$ cat src/rtl/claim_pkg.sv
package claim_pkg;

   // 2-bit per-slot code used in the SLOT_KINDS parameter vector
   localparam logic [1:0] CODE_NONE  = 2'd0;
   localparam logic [1:0] CODE_MEM32 = 2'd1;
   localparam logic [1:0] CODE_MEM64 = 2'd2;
   localparam logic [1:0] CODE_IO    = 2'd3;

   typedef enum logic [2:0] {
      MK_NONE  = 3'd0,
      MK_MEM32 = 3'd1,
      MK_MEM64 = 3'd2,
      MK_IO    = 3'd3,
      MK_ROM   = 3'd4
   } match_kind_e;

   function automatic match_kind_e code_to_kind(input logic [1:0] code);
      case (code)
         CODE_MEM32: return MK_MEM32;
         CODE_MEM64: return MK_MEM64;
         CODE_IO:    return MK_IO;
         default:    return MK_NONE;
      endcase
   endfunction

   // Mask that keeps address bits at and above lg
   function automatic logic [63:0] keep_mask(input int lg);
      return ~((64'd1 << lg) - 64'd1);
   endfunction

endpackage

$ cat src/rtl/claim_region_match.sv
module claim_region_match
   import claim_pkg::*;
#(
   parameter match_kind_e KIND = MK_NONE,
   parameter int          LOG2 = 12
) (
   input  logic [63:0] addr,
   input  logic        is_io,
   input  logic        mem_en,
   input  logic        io_en,
   input  logic [31:0] lo_reg,
   input  logic [31:0] hi_reg,
   output logic        match,
   output logic [63:0] offset
);

   localparam logic [63:0] KEEP = keep_mask(LOG2);

   logic [63:0] base;
   logic        space_ok;

   always_comb begin
      base = (KIND == MK_MEM64) ? {hi_reg, lo_reg} : {32'h0, lo_reg};
      case (KIND)
         MK_MEM32, MK_MEM64: space_ok = !is_io && mem_en;
         MK_IO:              space_ok = is_io && io_en;
         MK_ROM:             space_ok = !is_io && mem_en && lo_reg[0];
         default:            space_ok = 1'b0;
      endcase
      match  = space_ok && (((addr ^ base) & KEEP) == 64'd0);
      offset = addr & ~KEEP;
   end

endmodule

$ cat src/rtl/claim_lowest_pick.sv
module claim_lowest_pick #(
   parameter int N  = 7,
   parameter int IW = 3
) (
   input  logic [N-1:0]  req,
   output logic          found,
   output logic [IW-1:0] idx
);

   always_comb begin
      found = 1'b0;
      idx   = '0;
      for (int k = N - 1; k >= 0; k--) begin
         if (req[k]) begin
            found = 1'b1;
            idx   = IW'(k);
         end
      end
   end

endmodule

$ cat src/rtl/addr_claim_decoder.sv
module addr_claim_decoder
   import claim_pkg::*;
#(
   parameter int                 NSLOT      = 6,
   parameter logic [NSLOT*2-1:0] SLOT_KINDS = 12'h12D,
   parameter logic [NSLOT*8-1:0] SLOT_LOG2  = 48'h0010_001A_080C,
   parameter int                 ROM_LOG2   = 15,
   localparam int                IDX_W      = $clog2(NSLOT + 1)
) (
   input  logic               clk,
   input  logic               rst_n,
   input  logic               req_valid,
   input  logic [63:0]        req_addr,
   input  logic               req_is_io,
   input  logic               cmd_mem_en,
   input  logic               cmd_io_en,
   input  logic [NSLOT*32-1:0] slot_regs,
   input  logic [31:0]        rom_reg,
   output logic               res_valid,
   output logic               res_hit,
   output logic               res_miss,
   output logic [IDX_W-1:0]   res_index,
   output logic [63:0]        res_offset
);

   localparam int NWIN = NSLOT + 1;

   if (ROM_LOG2 < 11 || ROM_LOG2 > 31) begin : g_bad_rom
      $error("ROM_LOG2 must lie in 11..31");
   end

   logic [NWIN-1:0] win_hit;
   logic [63:0]     win_off [NWIN];

   for (genvar i = 0; i < NSLOT; i++) begin : g_slot
      localparam match_kind_e K  = code_to_kind(SLOT_KINDS[2*i +: 2]);
      localparam int          LG = int'(SLOT_LOG2[8*i +: 8]);
      logic [31:0] hi_word;

      if (K == MK_MEM64 && ((i % 2) != 0 || i == NSLOT - 1)) begin : g_bad_pair
         $error("64-bit window must start on an even slot with a slot after it");
      end
      if ((K == MK_MEM32 && (LG < 4 || LG > 31)) ||
          (K == MK_MEM64 && (LG < 4 || LG > 63)) ||
          (K == MK_IO && (LG < 2 || LG > 31))) begin : g_bad_size
         $error("slot size exponent out of range for its kind");
      end

      if (i + 1 < NSLOT) begin : g_hi
         assign hi_word = slot_regs[32*(i+1) +: 32];
         if (K == MK_MEM64 && SLOT_KINDS[2*(i+1) +: 2] != CODE_NONE) begin : g_bad_upper
            $error("slot after a 64-bit window must be coded empty");
         end
      end else begin : g_hi0
         assign hi_word = 32'h0;
      end

      claim_region_match #(.KIND(K), .LOG2(LG)) u_match (
         .addr   (req_addr),
         .is_io  (req_is_io),
         .mem_en (cmd_mem_en),
         .io_en  (cmd_io_en),
         .lo_reg (slot_regs[32*i +: 32]),
         .hi_reg (hi_word),
         .match  (win_hit[i]),
         .offset (win_off[i])
      );
   end

   claim_region_match #(.KIND(MK_ROM), .LOG2(ROM_LOG2)) u_rom (
      .addr   (req_addr),
      .is_io  (req_is_io),
      .mem_en (cmd_mem_en),
      .io_en  (cmd_io_en),
      .lo_reg (rom_reg),
      .hi_reg (32'h0),
      .match  (win_hit[NSLOT]),
      .offset (win_off[NSLOT])
   );

   logic             any_hit;
   logic [IDX_W-1:0] win_idx;
   logic [63:0]      sel_off;

   claim_lowest_pick #(.N(NWIN), .IW(IDX_W)) u_pick (
      .req   (win_hit),
      .found (any_hit),
      .idx   (win_idx)
   );

   always_comb begin
      sel_off = 64'd0;
      for (int k = 0; k < NWIN; k++) begin
         if (win_idx == IDX_W'(k)) sel_off = win_off[k];
      end
   end

   always_ff @(posedge clk) begin
      if (!rst_n) begin
         res_valid  <= 1'b0;
         res_hit    <= 1'b0;
         res_miss   <= 1'b0;
         res_index  <= '0;
         res_offset <= 64'd0;
      end else begin
         res_valid  <= req_valid;
         res_hit    <= req_valid && any_hit;
         res_miss   <= req_valid && !any_hit;
         res_index  <= (req_valid && any_hit) ? win_idx : '0;
         res_offset <= (req_valid && any_hit) ? sel_off : 64'd0;
      end
   end

endmodule

$ cat config.mk
export PLATFORM = sky130hd
export DESIGN_NAME = addr_claim_decoder
export DESIGN_NICKNAME = d
export VERILOG_FILES = /design/src/rtl/claim_pkg.sv /design/src/rtl/claim_region_match.sv /design/src/rtl/claim_lowest_pick.sv /design/src/rtl/addr_claim_decoder.sv
export SDC_FILE = /design/constraint.sdc
export NUM_CORES = 1
export LEC_CHECK = 0
export BUFFER_PORTS_ARGS = -buffer_cell sky130_fd_sc_hd__buf_4
export CAP_MARGIN = 25
export CORE_AREA = 2 2 141 143
export CTS_CLUSTER_DIAMETER = 50
export DETAILED_ROUTE_END_ITERATION = 12
export DIE_AREA = 0 0 143 145
export SYNTH_ARGS = -nofsm -noshare
export SYNTH_HDL_FRONTEND = slang
export SYNTH_SLANG_ARGS = --single-unit
$ cat constraint.sdc
create_clock -name clk -period 1.7 [get_ports clk]
set_clock_uncertainty 0.05 [all_clocks]
set_input_delay 0.17 -clock clk [delete_from_list [all_inputs] [get_ports clk]]
set_output_delay 0.17 -clock clk [all_outputs]
set_load 0.05 [all_outputs]
After elaboration in Yosys (flattened, before gate mapping)

Cells that the tools add are included.

Bits in registers: 70
Latch bits: 0
Memory bits (writable): 0
Bits in read-only memories: 0
Input port bits: 294
Output and inout bits: 70
Word-level logic and storage cells: 60
Memories kept: 0

Add/sub/neg operators: 0
Multipliers: 0
Div/mod/pow operators: 0
$lt $le $gt $ge: 0
Equality and inequality tests: 6
Shift operators: 0
Mux-type cells: 17
Bitwise gates (word level): 7
Reductions and logical operators: 22

Operators with widths:

| operator                                                              | number |
|---|---|
| 64-bit logical NOT                                                    | 5 |
| 64-bit by 32-bit bitwise XOR with 64-bit output                       | 4 |
| 64-bit bitwise XOR                                                    | 1 |
| 26-bit two-way mux                                                    | 2 |
| 16-bit two-way mux                                                    | 2 |
| 15-bit two-way mux                                                    | 2 |
| 3-bit two-way mux                                                     | 5 |
| 12-bit two-way mux                                                    | 1 |
| 1-bit logical AND                                                     | 10 |
| 3-bit equality test, second input constant                            | 3 |
| 8-bit OR reduction                                                    | 1 |
| 3-bit by 2-bit equality test with 1-bit output, second input constant | 2 |
| 6-bit OR reduction                                                    | 1 |
| 1-bit two-way mux                                                     | 5 |
| 4-bit OR reduction                                                    | 1 |
| 3-bit by 1-bit equality test with 1-bit output, second input constant | 1 |
| 3-bit logical NOT                                                     | 1 |
| 1-bit logical NOT                                                     | 2 |
| 1-bit inverter                                                        | 2 |
| 2-bit AND reduction                                                   | 1 |

Depth between registers and ports, before layout

Depth after elaboration: 17
Depth in mapped cells: 8

Modules after synthesis

A second synthesis with hierarchy kept.

Cell total of the unflattened synthesis: 1,566
Area, all modules: 11,552.3 um^2

Modules (own cells, without submodules):

| module                                      | instances | cells an instance | area each (um^2) | sequential area each (um^2) |
|---|---|---|---|---|
| addr_claim_decoder                          | 1         | 889               | 6,393.6          | 1,401.3 |
| claim_region_match at g_slot[3].u_match ... | 2         | 66                | 491.7            | 0.0 |
| claim_region_match at g_slot[2].u_match     | 1         | 117               | 908.4            | 0.0 |
| claim_region_match at g_slot[1].u_match     | 1         | 111               | 847.1            | 0.0 |
| claim_region_match at g_slot[0].u_match     | 1         | 104               | 808.3            | 0.0 |
| claim_region_match at g_slot[4].u_match     | 1         | 102               | 779.5            | 0.0 |
| claim_region_match at u_rom                 | 1         | 100               | 765.7            | 0.0 |
| claim_lowest_pick                           | 1         | 11                | 66.3             | 0.0 |

Worst setup path after synthesis

OpenSTA, ideal clock, no wires.

Kind: input to register
Start point: input port req_addr[23]
End point: register res_offset[16]
Library setup time: 115 ps
Data arrival time: 1,680 ps
Data required time: 1,535 ps
Setup slack: -145 ps
Cell stages on the path: 8
Path buffers: 2
Cell sequence: clkbuf_1 > xnor2_1 > nand4_1 > nor4_1 > nand4_1 > and4b_1 > buf_4 > and2_1

Longest elaborated chain between the ends: 11

Ends and longest elaborated chain:

| what                                                                                     | RTL line                  | source |
|---|---|---|
| from (decl)                                                                              | addr_claim_decoder.sv:13  | `input logic [63:0] req_addr,` |
| branches (longest 11 deep; another with 64-bit by 32-bit bitwise XOR with 64-bit output) | n/a                       |  |
| to (signal assigned)                                                                     | addr_claim_decoder.sv:110 | `res_offset <= (req_valid && any_hit) ? sel_off : 64'd0;` |
| to (decl)                                                                                | addr_claim_decoder.sv:23  | `output logic [63:0] res_offset` |

Several ways; the timed one is not identified.
A chain may end at the register's enable or synchronous reset.

Worst setup path after layout

Start point: input port req_addr[53]
End point: register res_offset[21]

Same word-level chain as after synthesis.

==> results.json <==
{
  "nNetsFinal": 863,
  "antenna_found_initial": 0,
  "synth_area_leaders": "dfxtp_1, xnor2_1, xor2_1",
  "ios": 364,
  "fin_crit_ps": 1780,
  "grt_overflow_total": 0,
  "syn_area_per_cell_um2": 8.53,
  "grt_pass1_vias": 3163,
  "area_delta_synth_final_pct": 92.4,
  "hold_path.class": "input port to flop",
  "cts_tree": "yes",
  "drt_first_pass_iters": 4,
  "yosys-top-cells-count": "xnor2_1, xor2_1, buf_4",
  "setup_violations": 23,
  "synth_compound_area_share_pct": 3.25,
  "end_kind": "flop",
  "ys_async_sr_fraction_pct": 0,
  "ir_drop_mv": 0.270,
  "cts_buffers": 5,
  "path_clk_slew_ps": 60,
  "via_count": 3020,
  "grt_use_total_pct": 12.2,
  "cts.sinks": 32,
  "die_w_um": 143,
  "die_h_um": 145,
  "grt_pass1_wl_um": 18500,
  "min_to": "res_offset[1]$_SDFF_PN0_",
  "period_share_pct": 105,
  "syn-cell-area_um2": 2700,
  "timing_hold_violations_final": 0,
  "num_antenna_cells": 0,
  "cts_hold_buffers": 0,
  "cp.required_ps": 1870,
  "cp_max_fo": 5,
  "place_congestion": 0.836,
  "holdCritStartpoint": "req_addr[1]",
  "worstPathArrival_ps": 1950,
  "vias_per_cell": 3.62,
  "yosysWarningCount": 0,
  "drc": 0,
  "failed_checks": "negative setup slack",
  "die_area_um2": 20700,
  "n_fill_cell": 2107,
  "ant_nets": 0,
  "critPathKind": "input port to flop",
  "synth.most_common_cell": "xnor2_1",
  "holdPathStages": 3,
  "synth_top_cell_by_area": "dfxtp_1",
  "synth_top_cell_area_share_pct": 23.8,
  "synth-xor-area-share_pct": 37.4,
  "routed_wl_um": 13200,
  "synth_ff_type": "dfxtp_1",
  "max_cap_viol_count": 0,
  "clk_path_buf_depth": 2,
  "status": "complete, but fails checks",
  "leakagePower_uw": 0.00235,
  "max_freq_mhz": 561,
  "synth_cell_type_count": 25,
  "first_iter_violations": 41,
  "yosysSeqAreaShare_pct": 23.8,
  "finalMaxSlewViolations": 0,
  "grt_max_degree": 20,
  "dp_hpwl_um": 11700,
  "pre_cts_slack_ps": -638,
  "worst_slack_ps": -81.9,
  "wl_per_cell_um": 15.9,
  "muxShareOfSynthArea_pct": 0,
  "core-area_um2": 19200,
  "layout-drive-gt1-share_pct": 53.0,
  "rows": 51,
  "synth_top_family_by_area": "XOR/XNOR gates",
  "initial_utilization_pct": 14.0,
  "root_buffer": "clkbuf_16",
  "rsz0062_at_grt": "yes",
  "htreeDepth": 2,
  "total_power_uw": 2840,
  "crit_path_start_kind": "input port",
  "synth_adder_area_share_pct": 0,
  "fin_area_um2": 5190,
  "synth_simple_gate_area_share_pct": 21.2,
  "synth-edff-count": 0,
  "ys_ff_latch": 32,
  "io_buffers": 217,
  "dpl_cell_area_um2": 4830,
  "power.density_nw_per_um2": 548,
  "syn_inst": 316
}
## how the worst max path moves through the flow
stage / from / endpoint / cells after the start
4_1_cts: req_addr[51] / res_offset[7]$_SDFF_PN0_ / 10
3_5_place_dp: req_addr[56] / res_offset[7]$_SDFF_PN0_ / 10
6_report: req_addr[53] / res_offset[21]$_SDFF_PP0_ / 8
3_3_place_gp: req_addr[56] / res_index[1]$_SDFF_PN0_ / 10
5_1_grt: slot_regs[94] / res_offset[11]$_SDFF_PN0_ / 10
2_1_floorplan: req_addr[30] / res_offset[17]$_SDFF_PP0_ / 8
## layout by cell type (no fill, tap or decap), types with 3 or more instances in the layout
cell type / n
nor4_2: 8
nand3_1: 6
buf_4: 257
dfxtp_1: 32
a21oi_2: 4
and2_1: 9
nand4_1: 21
clkbuf_16: 5
buf_6: 7
xnor2_1: 66
and4b_1: 3
nand2_1: 10
nor4_1: 10
xor2_1: 47
and3_1: 3
nor2_1: 3
buf_12: 3
nor3_1: 4
conb_1: 38
nor4_4: 4
a21oi_1: 11
## power breakdown
part / switching [uW] / internal [uW] / leakage [uW] / total, uW
logic: 524 / 515 / 0.00201 / 1040
registers: 0.623 / 753 / 0.000258 / 753
clock network: 361 / 688 / 0.0000798 / 1050
total: 886 / 1960 / 0.00235 / 2840
## per-stage QoR
stage               TNS [ps]  util (%)  hold WS [ps]  cells
floorplan               -215         -           236    353
global placement      -17130      25.2           357    827
detailed placement    -17380      25.2           356    827
CTS                    -2170      26.6          58.2    834
global route           -3290      27.0          63.5    835
finish                 -1180      27.0          67.8    835
## critical path, cell delays in order
cell and delay [ps]:
buf_4 120, buf_4 120, xor2_1 190, or4_4 440
nor4_4 310, buf_4 190, and4b_2 280, and2_1 130
## per-layer routing
layer  wire (um)  share of wire [%]  GRT usage [%]  up-vias
li1            -                  -              -     1496
met1        5180                 39           13.7     1333
met2        6750                 51           22.7      182
met3        1160                8.8           3.20        9
met4         148                1.1           3.07        0
met5           0                  0              0        -
## sequential cells by signal, summed over array words and instances (netlist names)
| name | cells |
|---|---|
| res_hit | 1 |
| res_index | 3 |
| res_miss | 1 |
| res_offset | 26 |
| res_valid | 1 |
## area by class of cell
class	count	area, um2	share of cell area [%]
timing repair buffer	267	2070	39.9
multi-input combinational	262	1980	38.1
sequential	32	641	12.3
tap	265	332	6.39
clock buffer	5	125	2.41
clock inverter	3	42.5	0.820
inverter	1	3.75	0.0723
## repair_timing
item / 4_1_cts / 5_1_grt
endpoints found under the setup margin: 30 / 30
pin swaps: 6 / 5
gates resized for setup: 22 / 14
setup buffers: 0 / 1
cloned: 0 / 1
## cell families after synthesis
| kind of cell | after synthesis |
|---|---|
| flops | 32 |
| xor+xnor | 115 |
| other cells | 1 |
| compound gates | 16 |
| simple gates | 92 |
| buf+inv | 60 |
(Power assumes the default switching activity.)
